===== config.mk =====
export PLATFORM = sky130hd
export DESIGN_NAME = pci_intx_router
export DESIGN_NICKNAME = d
export VERILOG_FILES = /design/src/rtl/pci_intx_router_pkg.sv /design/src/rtl/intx_swizzle.sv /design/src/rtl/pirq_route_regs.sv /design/src/rtl/pirq_stager.sv /design/src/rtl/legacy_irq_map.sv /design/src/rtl/pci_intx_router.sv
export SDC_FILE = /design/constraint.sdc
export NUM_CORES = 1
export LEC_CHECK = 0
export ABC_CLOCK_PERIOD_IN_PS = 6900
export BUFFER_PORTS_ARGS = -buffer_cell sky130_fd_sc_hd__buf_2
export CAP_MARGIN = 20
export CORE_MARGIN = 2
export CORE_UTILIZATION = 57
export DETAILED_ROUTE_END_ITERATION = 8
export PLACE_DENSITY = 0.86
export SYNTH_ARGS = -nofsm -noshare
export SYNTH_HDL_FRONTEND = slang
export SYNTH_SLANG_ARGS = --single-unit

===== constraint.sdc =====
create_clock -name clk -period 6.9 [get_ports clk]
set_clock_uncertainty 0.2 [all_clocks]
set_input_delay 1.38 -clock clk [delete_from_list [all_inputs] [get_ports clk]]
set_output_delay 1.38 -clock clk [all_outputs]
set_load 0.01 [all_outputs]

===== src/rtl/pci_intx_router_pkg.sv =====
package pci_intx_router_pkg;
  localparam int PIRQ_N      = 4;
  localparam int IRQ_N       = 16;
  localparam int IRQ_SEL_W   = $clog2(IRQ_N);
  localparam int PIN_W       = 3;
  localparam int ROUTE_W     = 8;
  localparam int RADDR_W     = $clog2(PIRQ_N);

  typedef logic [ROUTE_W-1:0] route_t;

  localparam route_t ROUTE_RESET = 8'h80;

  // pin 1..4 are INTA..INTD; anything else carries no request
  function automatic logic pin_is_valid(input logic [PIN_W-1:0] pin);
    return (pin != '0) && (pin <= PIN_W'(PIRQ_N));
  endfunction

  // a route byte drives a legacy IRQ only when its full value is below 16
  function automatic logic route_is_live(input route_t r);
    return r < route_t'(IRQ_N);
  endfunction
endpackage


===== src/rtl/intx_swizzle.sv =====
module intx_swizzle
  import pci_intx_router_pkg::*;
#(
  parameter int NUM_SLOTS = 4,
  parameter int DEV_W     = 5
) (
  input  logic [NUM_SLOTS*DEV_W-1:0] req_dev,
  input  logic [NUM_SLOTS*PIN_W-1:0] req_pin,
  input  logic [NUM_SLOTS-1:0]       req_level,
  output logic [PIRQ_N-1:0]          pirq_req
);
  localparam int SUM_W = DEV_W + 1;

  logic [NUM_SLOTS-1:0][PIRQ_N-1:0] slot_hit;

  for (genvar s = 0; s < NUM_SLOTS; s++) begin : g_slot
    logic [PIN_W-1:0]   pin_s;
    logic [DEV_W-1:0]   dev_s;
    logic [RADDR_W-1:0] idx_s;
    logic [PIRQ_N-1:0]  hit_s;

    assign pin_s = req_pin[s*PIN_W +: PIN_W];
    assign dev_s = req_dev[s*DEV_W +: DEV_W];
    // (pin-1)+(dev-1) mod 4 equals pin+dev+2 mod 4
    assign idx_s = RADDR_W'({1'b0, dev_s} + SUM_W'(pin_s) + SUM_W'(2));

    always_comb begin
      hit_s = '0;
      if (req_level[s] && pin_is_valid(pin_s)) hit_s[idx_s] = 1'b1;
    end

    assign slot_hit[s] = hit_s;
  end

  always_comb begin
    pirq_req = '0;
    for (int s = 0; s < NUM_SLOTS; s++) pirq_req = pirq_req | slot_hit[s];
  end
endmodule


===== src/rtl/pirq_route_regs.sv =====
module pirq_route_regs
  import pci_intx_router_pkg::*;
(
  input  logic                    clk,
  input  logic                    rst_n,
  input  logic                    wr_en,
  input  logic [RADDR_W-1:0]      addr,
  input  route_t                  wdata,
  output route_t                  rdata,
  output route_t [PIRQ_N-1:0]     route_q
);
  for (genvar k = 0; k < PIRQ_N; k++) begin : g_byte
    always_ff @(posedge clk or negedge rst_n) begin
      if (!rst_n) route_q[k] <= ROUTE_RESET;
      else if (wr_en && addr == RADDR_W'(k)) route_q[k] <= wdata;
    end
  end

  assign rdata = route_q[addr];
endmodule


===== src/rtl/pirq_stager.sv =====
module pirq_stager
  import pci_intx_router_pkg::*;
(
  input  logic              clk,
  input  logic              rst_n,
  input  logic [PIRQ_N-1:0] pirq_req,
  output logic [PIRQ_N-1:0] leg_act,
  output logic [PIRQ_N-1:0] io_act
);
  logic [PIRQ_N-1:0] stage1_q, stage2_q;

  always_ff @(posedge clk or negedge rst_n) begin
    if (!rst_n) begin
      stage1_q <= '0;
      stage2_q <= '0;
    end else begin
      stage1_q <= pirq_req;
      stage2_q <= stage1_q;
    end
  end

  // legacy: rises with the newest sample, falls with the older one
  assign leg_act = stage1_q | stage2_q;
  // IOAPIC: rises with the older sample, falls with the newest one
  assign io_act  = stage1_q & stage2_q;
endmodule


===== src/rtl/legacy_irq_map.sv =====
module legacy_irq_map
  import pci_intx_router_pkg::*;
(
  input  logic [PIRQ_N-1:0]   leg_act,
  input  route_t [PIRQ_N-1:0] route_q,
  output logic [IRQ_N-1:0]    legacy_irq
);
  for (genvar i = 0; i < IRQ_N; i++) begin : g_irq
    logic hit;
    always_comb begin
      hit = 1'b0;
      for (int k = 0; k < PIRQ_N; k++) begin
        if (leg_act[k] && route_is_live(route_q[k]) &&
            route_q[k][IRQ_SEL_W-1:0] == IRQ_SEL_W'(i))
          hit = 1'b1;
      end
    end
    assign legacy_irq[i] = hit;
  end
endmodule


===== src/rtl/pci_intx_router.sv =====
module pci_intx_router
  import pci_intx_router_pkg::*;
#(
  parameter int NUM_SLOTS = 4,
  parameter int DEV_W     = 5
) (
  input  logic                       clk,
  input  logic                       rst_n,
  input  logic [NUM_SLOTS*DEV_W-1:0] req_dev,
  input  logic [NUM_SLOTS*3-1:0]     req_pin,
  input  logic [NUM_SLOTS-1:0]       req_level,
  input  logic                       reg_wr_en,
  input  logic [1:0]                 reg_addr,
  input  logic [7:0]                 reg_wdata,
  output logic [7:0]                 reg_rdata,
  output logic [15:0]                legacy_irq,
  output logic [3:0]                 ioapic_pin
);
  logic [PIRQ_N-1:0]   pirq_req;
  logic [PIRQ_N-1:0]   leg_act;
  route_t [PIRQ_N-1:0] route_q;

  intx_swizzle #(.NUM_SLOTS(NUM_SLOTS), .DEV_W(DEV_W)) u_swz (
    .req_dev  (req_dev),
    .req_pin  (req_pin),
    .req_level(req_level),
    .pirq_req (pirq_req)
  );

  pirq_route_regs u_regs (
    .clk    (clk),
    .rst_n  (rst_n),
    .wr_en  (reg_wr_en),
    .addr   (reg_addr),
    .wdata  (reg_wdata),
    .rdata  (reg_rdata),
    .route_q(route_q)
  );

  pirq_stager u_stage (
    .clk     (clk),
    .rst_n   (rst_n),
    .pirq_req(pirq_req),
    .leg_act (leg_act),
    .io_act  (ioapic_pin)
  );

  legacy_irq_map u_map (
    .leg_act   (leg_act),
    .route_q   (route_q),
    .legacy_irq(legacy_irq)
  );
endmodule


==> run_summary.xml, run 1 <==
<?xml version="1.0" encoding="UTF-8"?>
<metrics>
  <group name="placement">
    <metric name="globalplace.congestion" unit="">0.938</metric>
    <metric name="place_ws" unit="ns">2.88</metric>
    <metric name="portBuffers" unit="">64</metric>
    <metric name="place_hpwl" unit="microns">5010</metric>
    <metric name="placed_cells_incl_taps" unit="">354</metric>
  </group>
  <group name="yosys">
    <metric name="yosysSeqAreaShare" unit="">0.363</metric>
    <metric name="synthDistinctLibCells" unit="">42</metric>
    <metric name="synthCells" unit="">256</metric>
    <metric name="synth_top_family_by_area" unit="">simple AND/OR/NAND/NOR gates</metric>
    <metric name="syn_area" unit="sq um">2770</metric>
    <metric name="syn_nets" unit="">309</metric>
    <metric name="post_synth_xor_area_fraction" unit="">0.0380</metric>
    <metric name="dominantRegCellSynth" unit="">sky130_fd_sc_hd__dfrtp_1</metric>
    <metric name="post_synthesis_register_bit_count" unit="">40</metric>
    <metric name="yosys.area_share.simple" unit="">0.212</metric>
    <metric name="yosysWarnings" unit="">0</metric>
    <metric name="synth-compound-area-share" unit="">0.121</metric>
    <metric name="number_of_enable_type_register_cells_in_the_synthesized_netlist" unit="">0</metric>
    <metric name="synth.avg_cell_area" unit="sq um">10.8</metric>
    <metric name="synthAdderAreaFrac" unit="">0.0181</metric>
    <metric name="synth.mux.area_fraction" unit="">0.197</metric>
    <metric name="postSynth.asyncResetShare" unit="">1.00</metric>
  </group>
  <group name="timing">
    <metric name="slew-limit-headroom" unit="">0.394</metric>
    <metric name="report.final.slew_viol_count" unit="">0</metric>
    <metric name="finalWorstSetupSlack" unit="ns">2.83</metric>
    <metric name="timing.final.crit_period" unit="ns">4.07</metric>
    <metric name="grt_setup_unrepaired" unit="">no</metric>
    <metric name="finalCritPeriodShare" unit="">0.590</metric>
    <metric name="max_freq" unit="GHz">0.246</metric>
    <metric name="final.setup.tns" unit="ns">0</metric>
    <metric name="final-setup-viol-count" unit="">0</metric>
    <metric name="max_slew.worst_pin.slew" unit="ns">0.896</metric>
    <metric name="finalHoldViolCount" unit="">0</metric>
  </group>
  <group name="hold_path">
    <metric name="worst_hold_path.endpoint" unit="">u_stage.stage2_q[0]</metric>
    <metric name="hold_path.startpoint" unit="">u_stage.stage1_q[0]</metric>
    <metric name="holdPathStages" unit="">0</metric>
    <metric name="holdCritPathClass" unit="">reg2reg</metric>
  </group>
  <group name="pwr">
    <metric name="power.switching" unit="mW">0.228</metric>
    <metric name="switching_share" unit="">0.305</metric>
    <metric name="share_seq_of_total_power" unit="">0.445</metric>
    <metric name="power.combinational.fraction" unit="">0.257</metric>
    <metric name="power.static_leakage" unit="nW">1.35</metric>
    <metric name="clock_network_fraction_of_design_power" unit="">0.298</metric>
    <metric name="irDropWorstVdd" unit="uV">310</metric>
    <metric name="cellInternalPower" unit="mW">0.521</metric>
    <metric name="finalPower" unit="mW">0.750</metric>
    <metric name="power_per_cell_area" unit="nW/um^2">238</metric>
  </group>
  <group name="routing">
    <metric name="avgViaCountPerCell" unit="">6.37</metric>
    <metric name="routed-via-count" unit="">2299</metric>
    <metric name="detail_route.wl_per_cell" unit="microns">18.0</metric>
    <metric name="first_iter_violations" unit="">237</metric>
    <metric name="drt_drc_violations_left" unit="">0</metric>
    <metric name="dr.pass1.iters" unit="">5</metric>
    <metric name="ant_nets" unit="">0</metric>
    <metric name="routed_wl" unit="microns">6510</metric>
  </group>
  <group name="final_layout">
    <metric name="final_layout_size_suffix_gt1_frac" unit="">0.404</metric>
    <metric name="nets" unit="">360</metric>
    <metric name="finish.utilization" unit="">0.671</metric>
    <metric name="n_antenna_cell" unit="">0</metric>
    <metric name="layout.cells.most_common" unit="">sky130_fd_sc_hd__buf_2</metric>
    <metric name="final_cell_mix" unit="">64 x sky130_fd_sc_hd__buf_2, 36 x sky130_fd_sc_hd__dfrtp_1, 32 x sky130_fd_sc_hd__mux2_2</metric>
    <metric name="syn_to_final_growth" unit="%">13.7</metric>
    <metric name="final_cell_count_no_fill" unit="">361</metric>
  </group>
  <group name="floorplan">
    <metric name="core_area" unit="sq um">4690</metric>
    <metric name="die_width" unit="microns">73.7</metric>
    <metric name="rows" unit="">25</metric>
    <metric name="floorplan.die_area" unit="sq um">5430</metric>
    <metric name="dieHeight" unit="microns">73.7</metric>
    <metric name="initial_core_util" unit="">0.590</metric>
    <metric name="count_of_pins_on_the_block_boundary" unit="">77</metric>
  </group>
  <group name="global_routing">
    <metric name="antenna_found_initial" unit="">0</metric>
    <metric name="gr-usage-all-layers" unit="">0.266</metric>
    <metric name="number_of_global_route_vias_before_repair" unit="">2275</metric>
    <metric name="aggregate_global_routing_overflow" unit="">0</metric>
    <metric name="grt_start_max_net_pins" unit="">41</metric>
    <metric name="grt_pass1_wl" unit="microns">10900</metric>
  </group>
  <group name="worst_setup_path">
    <metric name="worst_r2r_end" unit="">u_regs.route_q[3]</metric>
    <metric name="timing.critical_path.cells" unit="">or4_4 &gt; nor4b_1 &gt; a22oi_1 &gt; o211ai_1 &gt; buf_2</metric>
    <metric name="crit_path_start_kind" unit="">register</metric>
    <metric name="worstSetupPathType" unit="">reg2out</metric>
    <metric name="reg2reg_setup_slack" unit="ns">5.75</metric>
    <metric name="cp_max_delay_cell" unit="">sky130_fd_sc_hd__nor4b_1</metric>
    <metric name="end_kind" unit="">output port</metric>
    <metric name="worstRegToRegCells" unit="">1</metric>
    <metric name="worstPathArrival" unit="ns">2.49</metric>
    <metric name="critical_path.reg2reg.startpoint" unit="">u_regs.route_q[3]</metric>
    <metric name="cp_top_family" unit="">simple AND/OR/NAND/NOR gates</metric>
    <metric name="crit_path_buffers_inverters" unit="">1</metric>
    <metric name="worst-path-max-fanout" unit="">4</metric>
    <metric name="worst_path_largest_cell_delay" unit="ns">0.76</metric>
    <metric name="cp_data_required_time" unit="ns">5.32</metric>
    <metric name="worst_setup_path_startpoint" unit="">u_regs.route_q[21]</metric>
  </group>
  <group name="clock_network">
    <metric name="cts_tree" unit="">built</metric>
    <metric name="worst_setup_hold_path_clk_slew" unit="ns">0.07</metric>
    <metric name="clk_path_buf_depth" unit="">2</metric>
    <metric name="post-cts-setup-buffer-count" unit="">0</metric>
    <metric name="insertion_delay" unit="ns">0.30</metric>
    <metric name="postCtsHoldBufs" unit="">0</metric>
    <metric name="cts-resized-gates" unit="">0</metric>
    <metric name="cts-buffers-inserted" unit="">5</metric>
    <metric name="tritoncts_num_sinks" unit="">40</metric>
    <metric name="ctsHtreeMaxLevel" unit="">2</metric>
    <metric name="clockRootBuffer" unit="">sky130_fd_sc_hd__clkbuf_8</metric>
  </group>
  <group name="run">
    <metric name="number_of_max_capacitance_violations_reported" unit="">0</metric>
  </group>
  <group name="status">
    <metric name="status" unit="">finished, final reports clean</metric>
  </group>
</metrics>
==> how the worst max path moves through the flow <==
stage                     to  cells past startpoint  slack, ns
3_5_place_dp    reg_rdata[5]                      3       2.88
6_report       legacy_irq[4]                      5       2.83
2_1_floorplan   reg_rdata[5]                      2       3.07
3_3_place_gp    reg_rdata[5]                      3       2.86
5_1_grt        legacy_irq[4]                      5       2.69
4_1_cts         reg_rdata[5]                      3       2.85
==> logic make-up (layout without fill, tap and decap cells) <==
group,Yosys count,in the layout
buffers and inverters,21,72
multiplexers,40,40
AND/OR/NAND/NOR,96,96
AO/OA/AOI/OAI,43,43
flip-flops,40,40
XOR/XNOR,12,12
adder cells (fa/ha/maj),4,4
==> registers in the layout, indices dropped and copies added (netlist names) <==
| name | cells |
|---|---|
| u_stage.stage1_q | 4 |
| u_regs.route_q | 32 |
| u_stage.stage2_q | 4 |
==> metrics by stage <==
step                area (sq um)  hold WS, ns
floorplan                   2770        0.168
global placement            3020        0.172
detailed placement          3020        0.184
CTS                         3150        0.201
global route                3150        0.217
finish                      3150        0.198
==> routing by layer <==
layer	vias to the layer above	GRT usage	routed length, microns
li1	1070	-	-
met1	1116	0.364	2800
met2	100	0.436	3220
met3	13	0.0439	374
met4	0	0.0808	120
met5	-	0	0
==> cells in the mapped netlist (2+ instances only) <==
master                      instances  area (sq um)
sky130_fd_sc_hd__mux4_2             7           158
sky130_fd_sc_hd__a2bb2oi_1          2          17.5
sky130_fd_sc_hd__a22oi_1           21           158
sky130_fd_sc_hd__and2_1             8          50.1
sky130_fd_sc_hd__xnor2_1            6          52.6
sky130_fd_sc_hd__buf_2              2          10.0
sky130_fd_sc_hd__o311ai_1           2          17.5
sky130_fd_sc_hd__nor2_1             8          30.0
sky130_fd_sc_hd__nand3b_1           2          15.0
sky130_fd_sc_hd__buf_4             16           120
sky130_fd_sc_hd__ha_1               4          50.1
sky130_fd_sc_hd__nand2b_1           6          37.5
sky130_fd_sc_hd__xor2_1             6          52.6
sky130_fd_sc_hd__nor4b_2            2          30.0
sky130_fd_sc_hd__nor4b_1            4          35.0
sky130_fd_sc_hd__dfstp_2            4           105
sky130_fd_sc_hd__or4_1              2          15.0
sky130_fd_sc_hd__nor2b_1           12          75.1
sky130_fd_sc_hd__nor3_1             7          35.0
sky130_fd_sc_hd__nor4bb_1           2          20.0
sky130_fd_sc_hd__or4_4              4          45.0
sky130_fd_sc_hd__dfrtp_1           36           901
sky130_fd_sc_hd__nand4b_1           2          17.5
sky130_fd_sc_hd__nand3_1            8          40.0
sky130_fd_sc_hd__a221o_1            2          20.0
sky130_fd_sc_hd__o21ai_0            4          20.0
sky130_fd_sc_hd__nand2_1           24          90.1
sky130_fd_sc_hd__o221ai_1           6          52.6
sky130_fd_sc_hd__o22ai_1            2          12.5
sky130_fd_sc_hd__nor4_1             2          12.5
sky130_fd_sc_hd__mux2_2            32           360
==> cell type report <==
class	count	area, sq um
sequential	40	1010
clock buffer	5	68.8
timing repair buffer	64	320
inverter	1	3.75
fill	363	1550
clock inverter	2	60.1
tap	54	67.6
multi-input combinational	195	1620
==> power groups by stage <==
stage               registers (mW)  logic, mW  clock network [mW]
global route                 0.340      0.213               0.236
detailed placement           0.337      0.191                   0
finish                       0.333      0.193               0.224
CTS                          0.332      0.193               0.226
global placement             0.332      0.184                   0
floorplan                    0.315      0.145                   0
No activity file was read; power rests on OpenSTA's default activity.
==> inputs of run 2 (changes only) <==
- ABC_CLOCK_PERIOD_IN_PS: 6900 -> 3300
- CORE_UTILIZATION: 57 -> 48
- PLACE_DENSITY: 0.86 -> 0.77
- clock period: 6.9 -> 3.3 ns (I/O delays scaled with it)
==> run_summary.xml, run 2 (synthesis results as in run 1) <==
<?xml version="1.0" encoding="UTF-8"?>
<metrics>
  <group name="timing">
    <metric name="finalHoldViolCount" unit="">0</metric>
    <metric name="finalWorstSetupSlack" unit="ns">0.140</metric>
    <metric name="final-setup-viol-count" unit="">0</metric>
    <metric name="max_slew.worst_pin.slew" unit="ns">0.886</metric>
    <metric name="final.setup.tns" unit="ns">0</metric>
    <metric name="grt_setup_unrepaired" unit="">no</metric>
    <metric name="finalCritPeriodShare" unit="">0.958</metric>
    <metric name="report.final.slew_viol_count" unit="">0</metric>
    <metric name="timing.final.crit_period" unit="ns">3.16</metric>
    <metric name="slew-limit-headroom" unit="">0.410</metric>
    <metric name="max_freq" unit="GHz">0.316</metric>
  </group>
  <group name="clock_network">
    <metric name="cts-resized-gates" unit="">0</metric>
    <metric name="cts-buffers-inserted" unit="">5</metric>
    <metric name="post-cts-setup-buffer-count" unit="">0</metric>
    <metric name="tritoncts_num_sinks" unit="">40</metric>
    <metric name="ctsHtreeMaxLevel" unit="">2</metric>
    <metric name="postCtsHoldBufs" unit="">0</metric>
    <metric name="clockRootBuffer" unit="">sky130_fd_sc_hd__clkbuf_8</metric>
    <metric name="worst_setup_hold_path_clk_slew" unit="ns">0.08</metric>
    <metric name="cts_tree" unit="">built</metric>
    <metric name="insertion_delay" unit="ns">0.29</metric>
    <metric name="clk_path_buf_depth" unit="">2</metric>
  </group>
  <group name="worst_setup_path">
    <metric name="critical_path.reg2reg.startpoint" unit="">u_regs.route_q[2]</metric>
    <metric name="end_kind" unit="">output port</metric>
    <metric name="worstSetupPathType" unit="">reg2out</metric>
    <metric name="timing.critical_path.cells" unit="">or4_1 &gt; nor4b_2 &gt; a22oi_1 &gt; o221ai_1 &gt; buf_2</metric>
    <metric name="crit_path_start_kind" unit="">register</metric>
    <metric name="worst_setup_path_startpoint" unit="">u_regs.route_q[29]</metric>
    <metric name="cp_top_family" unit="">simple AND/OR/NAND/NOR gates</metric>
    <metric name="worst_path_largest_cell_delay" unit="ns">0.67</metric>
    <metric name="worst-path-max-fanout" unit="">4</metric>
    <metric name="crit_path_buffers_inverters" unit="">1</metric>
    <metric name="cp_data_required_time" unit="ns">2.44</metric>
    <metric name="worstPathArrival" unit="ns">2.30</metric>
    <metric name="cp_max_delay_cell" unit="">sky130_fd_sc_hd__or4_1</metric>
  </group>
  <group name="global_routing">
    <metric name="number_of_global_route_vias_before_repair" unit="">2225</metric>
    <metric name="aggregate_global_routing_overflow" unit="">0</metric>
    <metric name="grt_start_max_net_pins" unit="">41</metric>
    <metric name="grt_pass1_wl" unit="microns">10600</metric>
    <metric name="gr-usage-all-layers" unit="">0.216</metric>
    <metric name="antenna_found_initial" unit="">0</metric>
  </group>
  <group name="floorplan">
    <metric name="count_of_pins_on_the_block_boundary" unit="">77</metric>
    <metric name="initial_core_util" unit="">0.500</metric>
    <metric name="floorplan.die_area" unit="sq um">6390</metric>
    <metric name="core_area" unit="sq um">5540</metric>
    <metric name="die_width" unit="microns">79.9</metric>
    <metric name="rows" unit="">27</metric>
    <metric name="dieHeight" unit="microns">79.9</metric>
  </group>
  <group name="routing">
    <metric name="dr.pass1.iters" unit="">4</metric>
    <metric name="first_iter_violations" unit="">102</metric>
    <metric name="detail_route.wl_per_cell" unit="microns">16.8</metric>
    <metric name="ant_nets" unit="">0</metric>
    <metric name="drt_drc_violations_left" unit="">0</metric>
    <metric name="routed_wl" unit="microns">6460</metric>
    <metric name="avgViaCountPerCell" unit="">5.90</metric>
    <metric name="routed-via-count" unit="">2270</metric>
  </group>
  <group name="hold_path">
    <metric name="holdCritPathClass" unit="">reg2reg</metric>
    <metric name="hold_path.startpoint" unit="">u_stage.stage1_q[1]</metric>
  </group>
  <group name="final_layout">
    <metric name="syn_to_final_growth" unit="%">14.6</metric>
    <metric name="n_antenna_cell" unit="">0</metric>
    <metric name="nets" unit="">365</metric>
    <metric name="largest_register_ffs" unit="">32</metric>
    <metric name="largest-register" unit="">u_regs.route_q</metric>
    <metric name="final_layout_size_suffix_gt1_frac" unit="">0.415</metric>
    <metric name="final_cell_count_no_fill" unit="">385</metric>
    <metric name="final_cell_mix" unit="">64 x sky130_fd_sc_hd__buf_2, 36 x sky130_fd_sc_hd__dfrtp_1, 32 x sky130_fd_sc_hd__mux2_2</metric>
    <metric name="finish.utilization" unit="">0.572</metric>
    <metric name="regs_by_ff_count" unit="">u_regs.route_q: 32 flops, u_stage.stage1_q: 4 flops, u_stage.stage2_q: 4 flops</metric>
    <metric name="layout.cells.most_common" unit="">sky130_fd_sc_hd__buf_2</metric>
  </group>
  <group name="pwr">
    <metric name="power.static_leakage" unit="nW">1.36</metric>
    <metric name="power_per_cell_area" unit="nW/um^2">452</metric>
    <metric name="irDropWorstVdd" unit="uV">310</metric>
  </group>
  <group name="placement">
    <metric name="placed_cells_incl_taps" unit="">377</metric>
    <metric name="globalplace.congestion" unit="">0.846</metric>
    <metric name="portBuffers" unit="">64</metric>
    <metric name="place_ws" unit="ns">0.474</metric>
    <metric name="place_hpwl" unit="microns">5080</metric>
  </group>
  <group name="status">
    <metric name="status" unit="">finished, final reports clean</metric>
  </group>
  <group name="run">
    <metric name="number_of_max_capacitance_violations_reported" unit="">0</metric>
  </group>
</metrics>
run 2: where the power goes:
part           leakage, nW  switching, mW  internal, mW
logic                0.837          0.195         0.207
clock network       0.0510          0.165         0.167
registers            0.477          0.111         0.587
run 2: path summary, 6_finish.rpt:
kind | endpoint | depth (start not counted) | slack (ns)
max | legacy_irq[6] | 5 | 0.14
max in group asynchronous | u_stage.stage2_q[2] | 1 | 2.06
min in group asynchronous | u_regs.route_q[28] | 1 | 0.28
max reg2reg | u_regs.route_q[2] | 1 | 2.14
min reg2reg | u_stage.stage2_q[1] | 0 | 0.20
min | u_stage.stage2_q[1] | 0 | 0.20
run 2: cell type report:
cell class | instances | area (sq um)
sequential | 40 | 1010
clock buffer | 6 | 82.6
multi-input combinational | 195 | 1620
tap | 72 | 90.1
inverter | 1 | 3.75
timing repair buffer | 69 | 358
clock inverter | 2 | 10.0
fill | 520 | 2370
run 2: layer usage:
metal,vias to the layer above,GRT usage,part of all wire
met4,0,0.0695,0.0093
met3,8,0.0498,0.059
met1,1093,0.269,0.44
met2,73,0.368,0.49
met5,-,0,0
li1,1096,-,-
run 2: stage by stage:
step,instance area [sq um],power [mW],hold slack (ns)
final,3170,1.43,0.203
after global routing,3170,1.52,0.209
after CTS,3170,1.44,0.200
after detailed placement,3080,1.11,0.182
after global placement,3080,1.08,0.174
after floorplan,2770,0.962,0.164
==> inputs of run 3 (changes only) <==
- BUFFER_PORTS_ARGS: -buffer_cell sky130_fd_sc_hd__buf_2 -> -buffer_cell sky130_fd_sc_hd__clkbuf_2
==> run_summary.xml, run 3 (synthesis results as in run 1) <==
<?xml version="1.0" encoding="UTF-8"?>
<metrics>
  <group name="final_layout">
    <metric name="regs_by_ff_count" unit="">u_regs.route_q: 32 flops, u_stage.stage1_q: 4 flops, u_stage.stage2_q: 4 flops</metric>
    <metric name="final_layout_size_suffix_gt1_frac" unit="">0.417</metric>
    <metric name="nets" unit="">366</metric>
    <metric name="largest_register_ffs" unit="">32</metric>
    <metric name="n_antenna_cell" unit="">0</metric>
    <metric name="largest-register" unit="">u_regs.route_q</metric>
    <metric name="final_cell_count_no_fill" unit="">386</metric>
    <metric name="layout.cells.most_common" unit="">sky130_fd_sc_hd__clkbuf_2</metric>
    <metric name="final_design_area_no_fill" unit="sq um">3190</metric>
    <metric name="final_cell_mix" unit="">64 x sky130_fd_sc_hd__clkbuf_2, 36 x sky130_fd_sc_hd__dfrtp_1, 32 x sky130_fd_sc_hd__mux2_2</metric>
    <metric name="filler_cell_count" unit="">496</metric>
    <metric name="syn_to_final_growth" unit="%">15.3</metric>
  </group>
  <group name="pwr">
    <metric name="power.static_leakage" unit="nW">1.37</metric>
    <metric name="irDropWorstVdd" unit="uV">280</metric>
    <metric name="power_per_cell_area" unit="nW/um^2">452</metric>
  </group>
  <group name="worst_setup_path">
    <metric name="worstSetupPathType" unit="">reg2out</metric>
    <metric name="end_kind" unit="">output port</metric>
    <metric name="worst-path-max-fanout" unit="">4</metric>
    <metric name="cp_data_required_time" unit="ns">2.44</metric>
    <metric name="worst_setup_path_startpoint" unit="">u_regs.route_q[29]</metric>
    <metric name="endpoint" unit="">legacy_irq[7]</metric>
    <metric name="worstRegToRegCells" unit="">1</metric>
    <metric name="worst_r2r_end" unit="">u_regs.route_q[2]</metric>
    <metric name="reg2reg_setup_slack" unit="ns">2.14</metric>
    <metric name="worstPathArrival" unit="ns">2.32</metric>
    <metric name="critical_path.reg2reg.startpoint" unit="">u_regs.route_q[2]</metric>
    <metric name="crit_path_start_kind" unit="">register</metric>
  </group>
  <group name="routing">
    <metric name="routed_wl" unit="microns">6520</metric>
    <metric name="detail_route.wl_per_cell" unit="microns">16.9</metric>
    <metric name="avgViaCountPerCell" unit="">5.86</metric>
    <metric name="first_iter_violations" unit="">165</metric>
    <metric name="dr.pass1.iters" unit="">4</metric>
    <metric name="ant_nets" unit="">0</metric>
    <metric name="routed-via-count" unit="">2262</metric>
    <metric name="drt_drc_violations_left" unit="">0</metric>
  </group>
  <group name="placement">
    <metric name="globalplace.congestion" unit="">0.850</metric>
    <metric name="portBuffers" unit="">64</metric>
    <metric name="placed_cells_incl_taps" unit="">377</metric>
    <metric name="dpl-instance-area" unit="sq um">3080</metric>
    <metric name="place_hpwl" unit="microns">5020</metric>
  </group>
  <group name="global_routing">
    <metric name="grtUsageMet2" unit="">0.351</metric>
    <metric name="antenna_found_initial" unit="">0</metric>
    <metric name="aggregate_global_routing_overflow" unit="">0</metric>
    <metric name="grt_most_used_layer" unit="">met2</metric>
    <metric name="gr-usage-all-layers" unit="">0.214</metric>
    <metric name="grt_start_max_net_pins" unit="">41</metric>
    <metric name="gr-usage-met1" unit="">0.288</metric>
    <metric name="number_of_global_route_vias_before_repair" unit="">2166</metric>
    <metric name="grt.met3_usage" unit="">0.0373</metric>
    <metric name="grt_pass1_wl" unit="microns">10500</metric>
  </group>
  <group name="timing">
    <metric name="timing.final.crit_period" unit="ns">3.18</metric>
    <metric name="finalCritPeriodShare" unit="">0.964</metric>
    <metric name="final-setup-viol-count" unit="">0</metric>
    <metric name="max_freq" unit="GHz">0.314</metric>
    <metric name="finalHoldViolCount" unit="">0</metric>
    <metric name="slew-limit-headroom" unit="">0.499</metric>
    <metric name="max_slew.worst_pin.slew" unit="ns">0.748</metric>
    <metric name="grt_setup_unrepaired" unit="">yes</metric>
    <metric name="report.final.slew_viol_count" unit="">0</metric>
  </group>
  <group name="hold_path">
    <metric name="holdCritPathClass" unit="">in2async</metric>
  </group>
  <group name="clock_network">
    <metric name="worst_setup_hold_path_clk_slew" unit="ns">0.08</metric>
    <metric name="cts-buffers-inserted" unit="">5</metric>
    <metric name="clockRootBuffer" unit="">sky130_fd_sc_hd__clkbuf_8</metric>
    <metric name="cts_tree" unit="">built</metric>
    <metric name="cts-resized-gates" unit="">0</metric>
    <metric name="post-cts-setup-buffer-count" unit="">0</metric>
    <metric name="insertion_delay" unit="ns">0.30</metric>
    <metric name="postCtsHoldBufs" unit="">0</metric>
    <metric name="tritoncts_num_sinks" unit="">40</metric>
    <metric name="ctsHtreeMaxLevel" unit="">2</metric>
    <metric name="clk_path_buf_depth" unit="">2</metric>
  </group>
  <group name="floorplan">
    <metric name="core_area" unit="sq um">5540</metric>
    <metric name="count_of_pins_on_the_block_boundary" unit="">77</metric>
    <metric name="rows" unit="">27</metric>
    <metric name="dieHeight" unit="microns">79.9</metric>
    <metric name="floorplan.die_area" unit="sq um">6390</metric>
    <metric name="initial_core_util" unit="">0.500</metric>
    <metric name="die_width" unit="microns">79.9</metric>
  </group>
  <group name="run">
    <metric name="number_of_max_capacitance_violations_reported" unit="">0</metric>
  </group>
  <group name="status">
    <metric name="status" unit="">finished, final reports clean</metric>
  </group>
</metrics>
## run 3: layout make-up
type | instances | area, sq um | area share
timing repair buffer | 70 | 378 | 0.118
multi-input combinational | 195 | 1620 | 0.508
inverter | 1 | 3.75 | 0.00118
clock inverter | 2 | 10.0 | 0.00314
tap | 72 | 90.1 | 0.0282
sequential | 40 | 1010 | 0.315
clock buffer | 6 | 82.6 | 0.0259
## run 3: per-layer routing
metal | vias to the layer above | part of all wire
met3 | 12 | 0.054
li1 | 1087 | -
met5 | - | 0
met1 | 1078 | 0.44
met4 | 0 | 0.017
met2 | 85 | 0.49
## run 3: worst min-delay path by stage
stage,start,depth (start not counted),to
global placement,u_stage.stage1_q[0],0,u_stage.stage2_q[0]
CTS,u_stage.stage1_q[3],0,u_stage.stage2_q[3]
detailed placement,u_stage.stage1_q[0],0,u_stage.stage2_q[0]
finish,rst_n,1,u_regs.route_q[20]
global route,rst_n,1,u_regs.route_q[20]
floorplan,rst_n,0,u_regs.route_q[0]
## run 3: stage by stage
stage / hold WS [ns] / setup slack (ns) / TNS, ns / total power, mW / utilization
after global placement: 0.174 / 0.526 / 0 / 1.08 / 0.556
after CTS: 0.197 / 0.128 / 0 / 1.45 / 0.572
after floorplan: 0.164 / 0.620 / 0 / 0.962 / -
final: 0.0183 / 0.119 / 0 / 1.44 / 0.576
after global routing: 0.0234 / -0.0161 / -0.0308 / 1.52 / 0.576
after detailed placement: 0.187 / 0.463 / 0 / 1.11 / 0.556
## run 3: worst max-delay path: stages (launching register included)
cell and delay, ns:
sky130_fd_sc_hd__dfrtp_1 0.40, sky130_fd_sc_hd__or4_1 0.67, sky130_fd_sc_hd__nor3_1 0.51, sky130_fd_sc_hd__a22oi_1 0.21, sky130_fd_sc_hd__nand2_1 0.10, sky130_fd_sc_hd__clkbuf_2 0.13
## run 3: where the power goes
group / switching, mW / internal (mW) / total [mW]
Combinational: 0.199 / 0.209 / 0.408
Clock: 0.172 / 0.167 / 0.338
Sequential: 0.109 / 0.587 / 0.695
